===== src/rtl/srt4_pkg.sv =====
package srt4_pkg;

    // width of the shifted remainder estimate: 4 integer + 3 fraction bits
    localparam int EST_W  = 7;
    // width of the truncated divisor (1.xxx)
    localparam int DIVT_W = 4;

    // signed quotient digit, legal values -2..+2
    typedef logic signed [2:0] qdig_t;

    typedef enum logic [1:0] {
        ST_IDLE = 2'd0,
        ST_RUN  = 2'd1,
        ST_FIX  = 2'd2
    } srt_state_e;

    // threshold between digit 0 and +1, in eighths: ceil((t+1)/3)
    function automatic int lo_cut(input int t);
        return (t + 3) / 3;
    endfunction

    // threshold between digit +1 and +2, in eighths: ceil(4(t+1)/3)
    function automatic int hi_cut(input int t);
        return (4 * t + 6) / 3;
    endfunction

endpackage


===== src/rtl/srt4_digit_sel.sv =====
module srt4_digit_sel
    import srt4_pkg::*;
(
    input  logic signed [EST_W-1:0]  est,
    input  logic        [DIVT_W-2:0] dfrac,
    output qdig_t                    dig
);

    localparam int NBANDS = 1 << (DIVT_W - 1);

    qdig_t band_dig [NBANDS];

    // one comparator bank per divisor interval 1.000 .. 1.111
    for (genvar i = 0; i < NBANDS; i++) begin : g_band
        localparam int TOP = NBANDS + i;
        localparam int LO  = lo_cut(TOP);
        localparam int HI  = hi_cut(TOP);
        localparam logic signed [EST_W-1:0] P_HI = EST_W'(HI);
        localparam logic signed [EST_W-1:0] P_LO = EST_W'(LO);
        localparam logic signed [EST_W-1:0] N_LO = EST_W'(-LO);
        localparam logic signed [EST_W-1:0] N_HI = EST_W'(-HI);

        assign band_dig[i] = (est >= P_HI) ?  3'sd2 :
                             (est >= P_LO) ?  3'sd1 :
                             (est >= N_LO) ?  3'sd0 :
                             (est >= N_HI) ? -3'sd1 :
                                             -3'sd2;
    end

    assign dig = band_dig[dfrac];

endmodule


===== src/rtl/srt4_mult_gen.sv =====
module srt4_mult_gen
    import srt4_pkg::*;
#(
    parameter int W = 16
) (
    input  logic        [W-1:0]   dv,
    input  qdig_t                 dig,
    output logic signed [W+5:0]   mult
);

    localparam int RW = W + 6;

    // divisor aligned to the remainder scale (two extra fraction bits)
    logic signed [RW-1:0] base;
    logic signed [RW-1:0] cand [5];

    assign base = {4'b0000, dv, 2'b00};

    // candidate multiples for digits -2..+2: shifts and negation only
    for (genvar k = 0; k < 5; k++) begin : g_mul
        localparam int DV = k - 2;
        if (DV == 0) begin : g_zero
            assign cand[k] = '0;
        end else if (DV > 0) begin : g_pos
            assign cand[k] = base <<< (DV - 1);
        end else begin : g_neg
            assign cand[k] = -(base <<< (-DV - 1));
        end
    end

    always_comb begin
        case (dig)
            3'sd2:   mult = cand[4];
            3'sd1:   mult = cand[3];
            -3'sd1:  mult = cand[1];
            -3'sd2:  mult = cand[0];
            default: mult = cand[2];
        endcase
    end

endmodule


===== src/rtl/srt4_qacc.sv =====
module srt4_qacc
    import srt4_pkg::*;
#(
    parameter int W = 16
) (
    input  logic         clk,
    input  logic         rst,
    input  logic         clear,
    input  logic         step,
    input  qdig_t        dig,
    output logic [W-1:0] qpos,
    output logic [W-1:0] qneg
);

    logic [1:0] pbits;
    logic [1:0] nbits;

    always_comb begin
        pbits = 2'd0;
        nbits = 2'd0;
        case (dig)
            3'sd1:  pbits = 2'd1;
            3'sd2:  pbits = 2'd2;
            -3'sd1: nbits = 2'd1;
            -3'sd2: nbits = 2'd2;
            default: ;
        endcase
    end

    // positive and negative digit weights kept apart: no carry per step
    always_ff @(posedge clk) begin
        if (rst || clear) begin
            qpos <= '0;
            qneg <= '0;
        end else if (step) begin
            qpos <= {qpos[W-3:0], pbits};
            qneg <= {qneg[W-3:0], nbits};
        end
    end

endmodule


===== src/rtl/srt4_ctrl.sv =====
module srt4_ctrl
    import srt4_pkg::*;
#(
    parameter int STEPS = 8
) (
    input  logic clk,
    input  logic rst,
    input  logic start,
    output logic load,
    output logic step,
    output logic fin,
    output logic busy
);

    localparam int CW = $clog2(STEPS) + 1;

    srt_state_e    st;
    logic [CW-1:0] cnt;

    assign load = start && (st == ST_IDLE);
    assign step = (st == ST_RUN);
    assign fin  = (st == ST_FIX);
    assign busy = (st != ST_IDLE);

    always_ff @(posedge clk) begin
        if (rst) begin
            st  <= ST_IDLE;
            cnt <= '0;
        end else begin
            case (st)
                ST_IDLE: begin
                    if (start) begin
                        st  <= ST_RUN;
                        cnt <= '0;
                    end
                end
                ST_RUN: begin
                    cnt <= cnt + 1'b1;
                    if (cnt == CW'(STEPS - 1)) st <= ST_FIX;
                end
                ST_FIX:  st <= ST_IDLE;
                default: st <= ST_IDLE;
            endcase
        end
    end

endmodule


===== src/rtl/srt4_divider.sv =====
module srt4_divider
    import srt4_pkg::*;
#(
    parameter int W = 16
) (
    input  logic         clk,
    input  logic         rst,
    input  logic         start,
    input  logic [W-1:0] dividend,
    input  logic [W-1:0] divisor,
    output logic         busy,
    output logic         done,
    output logic [W-1:0] quotient,
    output logic [W-1:0] remainder
);

    localparam int STEPS = W / 2;
    localparam int RW    = W + 6;

    typedef struct packed {
        logic [W-1:0] quo;
        logic [W-1:0] rem;
    } result_t;

    logic                 load;
    logic                 step;
    logic                 fin;
    logic signed [RW-1:0] rem_q;
    logic        [W-1:0]  div_q;
    logic signed [RW-1:0] rem_sh;
    logic signed [RW-1:0] mult;
    logic signed [RW-1:0] rem_next;
    logic signed [EST_W-1:0] est;
    qdig_t                dig;
    logic        [W-1:0]  qpos;
    logic        [W-1:0]  qneg;
    logic                 rem_neg;
    result_t              res_next;
    result_t              res_q;

    srt4_ctrl #(.STEPS(STEPS)) ctrl_i (
        .clk   (clk),
        .rst   (rst),
        .start (start),
        .load  (load),
        .step  (step),
        .fin   (fin),
        .busy  (busy)
    );

    // shifted remainder and its 7-bit estimate (4 int, 3 frac)
    assign rem_sh = rem_q <<< 2;
    assign est    = rem_q[W+2:W-4];

    srt4_digit_sel sel_i (
        .est   (est),
        .dfrac (div_q[W-2:W-4]),
        .dig   (dig)
    );

    srt4_mult_gen #(.W(W)) mul_i (
        .dv   (div_q),
        .dig  (dig),
        .mult (mult)
    );

    srt4_qacc #(.W(W)) qacc_i (
        .clk   (clk),
        .rst   (rst),
        .clear (load),
        .step  (step),
        .dig   (dig),
        .qpos  (qpos),
        .qneg  (qneg)
    );

    assign rem_next = rem_sh - mult;

    // final conversion: binary quotient and non-negative remainder
    assign rem_neg = rem_q[RW-1];
    always_comb begin
        res_next.rem = rem_q[W+1:2] + (rem_neg ? div_q : '0);
        res_next.quo = qpos - qneg - W'(rem_neg);
    end

    always_ff @(posedge clk) begin
        if (rst) begin
            rem_q <= '0;
            div_q <= '0;
            res_q <= '0;
            done  <= 1'b0;
        end else begin
            done <= fin;
            if (load) begin
                rem_q <= RW'(dividend);
                div_q <= divisor;
            end else if (step) begin
                rem_q <= rem_next;
            end
            if (fin) res_q <= res_next;
        end
    end

    assign quotient  = res_q.quo;
    assign remainder = res_q.rem;

endmodule


===== config.mk =====
export PLATFORM = sky130hd
export DESIGN_NAME = srt4_divider
export DESIGN_NICKNAME = d
export VERILOG_FILES = /design/src/rtl/srt4_pkg.sv /design/src/rtl/srt4_digit_sel.sv /design/src/rtl/srt4_mult_gen.sv /design/src/rtl/srt4_qacc.sv /design/src/rtl/srt4_ctrl.sv /design/src/rtl/srt4_divider.sv
export SDC_FILE = /design/constraint.sdc
export NUM_CORES = 1
export LEC_CHECK = 0
export BUFFER_PORTS_ARGS = -buffer_cell sky130_fd_sc_hd__buf_4
export CAP_MARGIN = 5
export CORE_MARGIN = 1.5
export CORE_UTILIZATION = 30
export CTS_BUF_LIST = sky130_fd_sc_hd__clkbuf_16
export CTS_CLUSTER_SIZE = 30
export DETAILED_ROUTE_END_ITERATION = 7
export SLEW_MARGIN = 10
export SYNTH_ARGS = -nofsm -noshare
export SYNTH_HDL_FRONTEND = slang
export SYNTH_SLANG_ARGS = --single-unit
export TNS_END_PERCENT = 30

===== constraint.sdc =====
create_clock -name clk -period 5.6 [get_ports clk]
set_input_delay 0.56 -clock clk [delete_from_list [all_inputs] [get_ports clk]]
set_output_delay 0.56 -clock clk [all_outputs]
set_load 0.005 [all_outputs]

==> reports/metrics.csv, run 1 <==
metric;value;unit
maxcap violations;0;
sequential element share of the synthesized area;28.63;%
RD Place Congestion;0.8888;
slew margin rel.;45.01;%
clk root buf;clkbuf_16;
Netlist cell types;70;
largest area contributor in the netlist;dfxtp_1;
crit end category;flop;
r2r setup slk;0.68;ns
cts hold-fix bufs;0;
Global Route Usage Sum;15.91;%
number of antenna diodes;0;
RSZ-0062 raised after global routing;false;
Comb pwr share;36.1;%
CP max stage cell;or4b_1;
Final Skew;0.01403;ns
Setup crit start;rem_q[17];
clk buf depth;2;
Synth Flop Type;dfxtp_1;
largest net degree at the start of global routing;74;
status;complete, no violations;
post-synthesis mux area share;0.1325;%
leakage;3.501;nW
CP most frequent cell;a21oi_1;
H-tree depth;3;
Die W;161.7;microns
Synth Area in Adders;11.73;%
R2R cell count;21;
fin util;35.34;%
post-synthesis xor/xnor area fraction;6.362;%
Setup Total Neg Slack;0;ns
worst hold path class;in -> reg;
post-CTS setup buffers;0;
Synthesized Nets;1122;
critical-path cell list;nand2_1, inv_2, ha_1, or4b_1, a22oi_1, o221ai_1, a32o_1, nand2b_1, and2_1, o22a_1, ha_1, o211ai_1, nand2_1, or4b_1, a21oi_1, o21ai_1, a21boi_0, o21ai_0, a21oi_1, xnor2_1, a21oi_1;
largest family of logic cells by synthesized area;compound AO/OA/AOI/OAI gates;
routed via count;6931;
Crit path max-delay family;compound AO/OA/AOI/OAI gates;
drt wl/cell;14.80;microns
DR pass1 iterations;7;
EDFF count, synth;0;
Tmin final;4.924;ns
Syn Area/Cell;7.419;sq um
sw frac;36.54;%
CP max stage delay;0.47;ns
power share of the clock group;28.0;%
Starting DRT DRC Count;578;
ys async rst share;0;%
# resized after CTS;0;
Clock Pin Slew Worst Setup and Hold Paths;0.08;ns
sequential power share;35.9;%
HPWL after DPL;14.97;mm
Synth Register Bits;108;
Cell Int Power;0.001510;W
critical setup path kind;reg -> reg;
Final Cycle Share;87.93;%
crit-path max FO;13;
CTS Buf Count;9;
# setup viols final;0;
CP Data Arrival Time;5.14;ns
first-pass GRT wire length;33.75;mm
VDD IR max;0.0001383;V
# DRC;0;
list of most frequent post-synthesis cells;189 x nand2_1, 126 x a21oi_1, 108 x dfxtp_1, 74 x inv_1, 66 x ha_1;
startpoint types;flop;
Hold Vio Cnt, Final;0;
Via density;4.994;
Synth Warn #;0;
input/output buffers;68;
worst r2r src;rem_q[17];
IO Count;69;
critical path depth;21;
Row Count;57;
Layout Nets;1163;
Worst Tran Pin Value;0.8218;ns
ANT nets after route;0;
cell count after synthesis;1018;
Simple-Gate Fraction of Synth Area;22.02;%
CP required;5.82;ns
initial core utilization;30.78;%
Slew Viols, Final;0;
Post-Syn Area;7552;sq um
vias in the first global route;6512;
count leader, synth;nand2_1;
Area Growth Syn to Fin;14.81;%
Synth top area share;28.63;%
Worst Setup EP;rem_q[21];
Die Ht;161.7;microns
crit path buf inv count;1;
number of antenna violations at the first check in global routing;0;
share of layout cells above drive strength 1;10.71;%
drt total wl;20.54;mm
Total Die Area;26140;sq um
CTS tree;done;
largest cells by area after synthesis;dfxtp_1 29%, ha_1 11%, nand2_1 9.4%;
R2R Path End;rem_q[21];
CTS sink cnt;108;
total gr overflow;0;
Synth Area in Compound Gates;24.57;%
core area;24530;sq um
clk_lat worst skew;0.36;ns
PwrDens;274.4;nW/um^2
Psw;0.0008693;W
fmax;203.1;MHz
## placed cells by master (no fill, tap or decap), types with 5 or more instances in the layout
| master | Yosys | routed |
|---|---|---|
| a211oi_1 | 15 | 15 |
| dfxtp_1 | 108 | 108 |
| o21ai_0 | 45 | 45 |
| a21o_1 | 19 | 19 |
| nor2_1 | 64 | 64 |
| inv_1 | 74 | 74 |
| nand3b_1 | 7 | 7 |
| or3_1 | 9 | 9 |
| nand2b_1 | 7 | 6 |
| o22a_1 | 15 | 15 |
| xnor2_1 | 32 | 32 |
| a22oi_1 | 6 | 6 |
| ha_1 | 66 | 66 |
| nor3_1 | 19 | 19 |
| o21a_1 | 10 | 10 |
| and2_1 | 13 | 13 |
| nor2b_1 | 13 | 11 |
| xor2_1 | 21 | 21 |
| clkbuf_16 | 0 | 9 |
| a21boi_0 | 5 | 5 |
| nand3_1 | 18 | 18 |
| a21oi_1 | 126 | 126 |
| buf_4 | 1 | 82 |
| nand2_1 | 189 | 189 |
| a31oi_1 | 6 | 6 |
| o31ai_1 | 8 | 8 |
## registers in the layout (all words and copies together) (netlist names)
name	flops
ctrl_i.cnt	4
done	1
qacc_i.qpos	16
rem_q	21
quotient	16
ctrl_i.st	2
remainder	16
div_q	16
qacc_i.qneg	16
## how the worst min path moves through the flow
stage,start,end,cells after the start
2_1_floorplan,ctrl_i.cnt[3],ctrl_i.st[1],1
3_3_place_gp,remainder[6],remainder[6],2
3_5_place_dp,remainder[5],remainder[5],2
4_1_cts,divisor[8],div_q[8],3
5_1_grt,divisor[10],div_q[10],3
6_report,divisor[14],div_q[14],3
## area by class of cell
class | count | area (sq um)
repair buffers | 82 | 615.6
fillers | 2635 | 15860
clock inverters | 7 | 73.82
well taps | 324 | 405.4
clock buffers | 9 | 225.2
multi-input cells | 783 | 4907
flip-flops and latches | 108 | 2162
inverters | 75 | 281.5
## through the flow
step / total power (W) / setup slack, ns / instances / cell area (sq um) / hold WS (ns)
3_3_place_gp: 0.001716 / 0.8124 / 1372 / 8372 / 0.4405
2_1_floorplan: 0.001517 / 0.9386 / 1018 / 7552 / 0.4326
4_1_cts: 0.002394 / 0.7040 / 1388 / 8671 / 0.4339
3_5_place_dp: 0.001715 / 0.7468 / 1372 / 8372 / 0.4451
5_1_grt: 0.002533 / 0.2459 / 1388 / 8671 / 0.4435
6_report: 0.002379 / 0.6758 / 1388 / 8671 / 0.4434
## kinds of logic after synthesis
group | after synthesis
muxes | 1
adders and majority gates | 69
and+or+nand+nor | 367
xor gates and xnor gates | 54
buffers and inverters | 127
AOI/OAI and AO/OA | 292
DFF | 108
## worst register-to-register path, cell delays in order (launching register included)
cell,delay (ns)
dfxtp_1,0.33
nand2_1,0.14
inv_2,0.14
ha_1,0.18
or4b_1,0.43
a22oi_1,0.15
o221ai_1,0.13
a32o_1,0.29
nand2b_1,0.15
and2_1,0.36
o22a_1,0.28
ha_1,0.34
o211ai_1,0.11
nand2_1,0.14
or4b_1,0.47
a21oi_1,0.17
o21ai_1,0.12
a21boi_0,0.27
o21ai_0,0.16
a21oi_1,0.19
xnor2_1,0.14
a21oi_1,0.08
## power groups by stage
| stage | sequential (W) | clock (W) | combinational (W) |
|---|---|---|---|
| 2_1_floorplan | 0.000848 | 0 | 0.000669 |
| 3_3_place_gp | 0.000870 | 0 | 0.000847 |
| 3_5_place_dp | 0.000870 | 0 | 0.000845 |
| 6_report | 0.000854 | 0.000667 | 0.000858 |
| 5_1_grt | 0.000859 | 0.000715 | 0.000959 |
| 4_1_cts | 0.000852 | 0.000689 | 0.000853 |
## layer usage
metal,vias to the layer above,track usage (%),wire (microns)
li1,3605,-,-
met1,3125,24.11,10850
met2,179,22.94,8230
met3,22,2.681,1131
met4,0,4.254,329
met5,-,0,0
Power figures use the tool's default switching activity.
==> run 2, diff against run 1 <==
==> constraint.sdc (replaced) <==
create_clock -name clk -period 4.3 [get_ports clk]
set_input_delay 0.43 -clock clk [delete_from_list [all_inputs] [get_ports clk]]
set_output_delay 0.43 -clock clk [all_outputs]
set_load 0.005 [all_outputs]
==> run 2 against run 1 <==
Compared with the run above:
- the flow now finishes with violations (setup timing)
- critical path depth up 2
- power up 46%
- clock power up 26%
- critical path type unchanged
- cell count up 5.7%
- sequential share of layout area down 2.0 points
- design area up 9.6%
- hold slack worse by 0.13 ns
- register-to-register slack worse by 0.72 ns
- via count up 5.6%
- fmax up 13%
==> reports/metrics.csv, run 2 (synthesis gave the netlist of run 1 again) <==
metric;value;unit;change
pre-CTS WS;-0.1685;ns;-0.9153 ns
routed via count;7316;;+5.6%
leading cell type in the layout, fill and taps excluded;nand2_1;;
Hold Vio Cnt, Final;0;;unchanged
maxcap violations;0;;unchanged
Final Cycle Share;101.1;%;+13 points
Comb pwr share;43.8;%;+7.7 points
PwrDens;364.8;nW/um^2;+33%
Die Ht;161.7;microns;unchanged
critical-path cell list;nand2_4, inv_4, ha_4, and2b_1, o211ai_2, buf_4, a32oi_2, a2111oi_2, or3_1, o31a_4, o22a_1, ha_1, a21oi_1, nor2_1, o31ai_2, buf_4, a21oi_4, o21ai_4, a21boi_2, buf_4, or3_1, nand3_1, a21oi_1;;
total gr overflow;0;;unchanged
Placement Cell Area;8982;sq um;+7.3%
most frequent cells in the layout;188 x nand2_1, 158 x buf_4, 122 x a21oi_1;;
Via density;4.987;;-0.13%
core area;24530;sq um;unchanged
startpoint types;flop;;
status;complete, but fails checks;;
largest net degree at the start of global routing;74;;unchanged
Starting DRT DRC Count;578;;unchanged
R2R Path End;rem_q[18];;
fmax;229.9;MHz;+13%
H-tree depth;3;;unchanged
Cell Int Power;0.002178;W;+44%
Hold Crit Depth;3;;unchanged
clk root buf;clkbuf_16;;
Tmin final;4.349;ns;-0.5753 ns
failing checks;setup timing;;
Final Skew;0.01077;ns;-0.003259 ns
VDD IR max;0.0002046;V;+48%
drt wl/cell;14.90;microns;+0.72%
total area of sequential cells;2178;sq um;+0.75%
Psw;0.001288;W;+48%
RD Place Congestion;0.8952;;+0.72%
# DRC;0;;unchanged
CP required;4.54;ns;-1.28 ns
# setup viols final;2;;+2
Total Die Area;26140;sq um;unchanged
r2r setup slk;-0.05;ns;-0.72 ns
share of layout cells above drive strength 1;20.30;%;+9.6 points
number of antenna diodes;0;;unchanged
vias in the first global route;6802;;+4.5%
drt total wl;21.86;mm;+6.5%
crit path buf inv count;4;;+3
power share of the clock group;24.3;%;-3.7 points
worst r2r src;rem_q[17];;
CTS tree;done;;
setup ws final;-0.04887;ns;-0.7247 ns
Area Growth Syn to Fin;25.80;%;
worst hold path class;in -> reg;;
Setup Total Neg Slack;-0.08352;ns;-0.08352 ns
CP max stage cell;o31a_4;;
CTS Buf Count;9;;unchanged
Finished Layout Cells;1467;;+5.7%
clk_lat worst skew;0.36;ns;about the same
Fin Hold WS;0.3111;ns;-0.1324 ns
fin area;9500;sq um;+9.6%
slew margin rel.;37.34;%;-7.7 points
R2R cell count;23;;+9.5%
leakage;3.927;nW;+12%
Die W;161.7;microns;unchanged
RSZ-0062 raised after global routing;true;;
Crit path max-delay family;compound AO/OA/AOI/OAI gates;;
CTS sink cnt;108;;unchanged
multi-input logic area;5111;sq um;+4.2%
input/output buffers;68;;unchanged
CP max stage delay;0.40;ns;-0.07 ns
Slew Viols, Final;0;;unchanged
critical setup path kind;reg -> reg;;
# fillers;2646;;+0.42%
first-pass GRT wire length;35.27;mm;+4.5%
CP most frequent cell;buf_4;;
DR pass1 iterations;5;;-2
hold endpoint;div_q[9];;
Cells after DPL;1444;;+5.2%
clk buf depth;2;;unchanged
Worst Tran Pin Value;0.9365;ns;+0.1147 ns
cts hold-fix bufs;0;;unchanged
crit end category;flop;;
HPWL after DPL;16.37;mm;+9.4%
ANT nets after route;0;;unchanged
number of antenna violations at the first check in global routing;0;;unchanged
Hold Crit Start;divisor[9];;
Global Route Usage Sum;16.73;%;+0.82 points
crit-path max FO;8;;-5
initial core utilization;30.78;%;unchanged
IO Count;69;;unchanged
Row Count;57;;unchanged
sw frac;37.17;%;+0.63 points
Largest Register;rem_q;;
CP Data Arrival Time;4.59;ns;-0.55 ns
Layout Nets;1243;;+6.9%
number of flip-flops in the largest register;21;;unchanged
sequential power share;31.9;%;-4.0 points
Clock Pin Slew Worst Setup and Hold Paths;0.08;ns;about the same
## run 2: cell count changes in the layout (fill, tap and decap cells not counted), moves of 5 or more
| cell | before | now |
|---|---|---|
| ha_1 | 66 | 61 |
| buf_4 | 82 | 158 |
| o21ai_0 | 45 | 38 |
| ha_4 | 0 | 5 |
| dfxtp_1 | 108 | 103 |
## run 2: worst min-delay path: cells and delay by family
family                 cells  cell delay [ns]
buffers and inverters      1             0.11
AOI/OAI and AO/OA          1             0.05
and+or+nand+nor            1             0.04
## run 2: stage by stage
step | utilization, % | total power [W]
floorplan | - | 0.002022
global placement | 36.61 | 0.002488
detailed placement | 36.61 | 0.002490
CTS | 37.85 | 0.003354
global route | 38.72 | 0.003667
finish | 38.72 | 0.003466
## run 2: repair_timing
| item | in CTS | in global routing |
|---|---|---|
| hold endpoints to repair | 0 | 0 |
| setup buffers | 0 | 8 |
| endpoints found under the setup margin | 9 | 10 |
| pin swaps | 1 | 18 |
| resized for setup | 5 | 41 |
## run 2: final cells by class
type / count / share of cell area, %
inverters: 75 / 2.990
clock buffers: 9 / 2.371
flip-flops and latches: 108 / 22.93
well taps: 324 / 4.267
repair buffers: 162 / 13.00
multi-input cells: 783 / 53.80
clock inverters: 6 / 0.6453
## run 2: worst max path at each step
stage          startpoint         to  slack (ns)  cells after the start
2_1_floorplan   rem_q[16]  rem_q[21]        0.02                     23
3_3_place_gp    rem_q[16]  rem_q[21]       -0.09                     20
3_5_place_dp    rem_q[16]  rem_q[21]       -0.17                     18
4_1_cts         rem_q[16]  rem_q[21]       -0.02                     20
5_1_grt         rem_q[17]  rem_q[21]       -0.19                     22
6_report        rem_q[17]  rem_q[18]       -0.05                     23
## run 2: routing by layer
| layer | GRT usage, % | up-vias | part of all wire, % |
|---|---|---|---|
| met3 | 2.145 | 15 | 5.2 |
| met5 | 0 | - | 0 |
| met2 | 24.37 | 179 | 41 |
| met4 | 4.295 | 0 | 1.0 |
| met1 | 25.64 | 3363 | 53 |
| li1 | - | 3759 | - |
## run 2: power groups by stage
stage                     clock, W  sequential [W]  combinational [W]
after floorplan                  0         0.00111           0.000915
after global placement           0         0.00112            0.00136
after detailed placement         0         0.00112            0.00137
after CTS                 0.000864         0.00110            0.00139
after global routing      0.000902         0.00111            0.00165
final                     0.000841         0.00111            0.00152
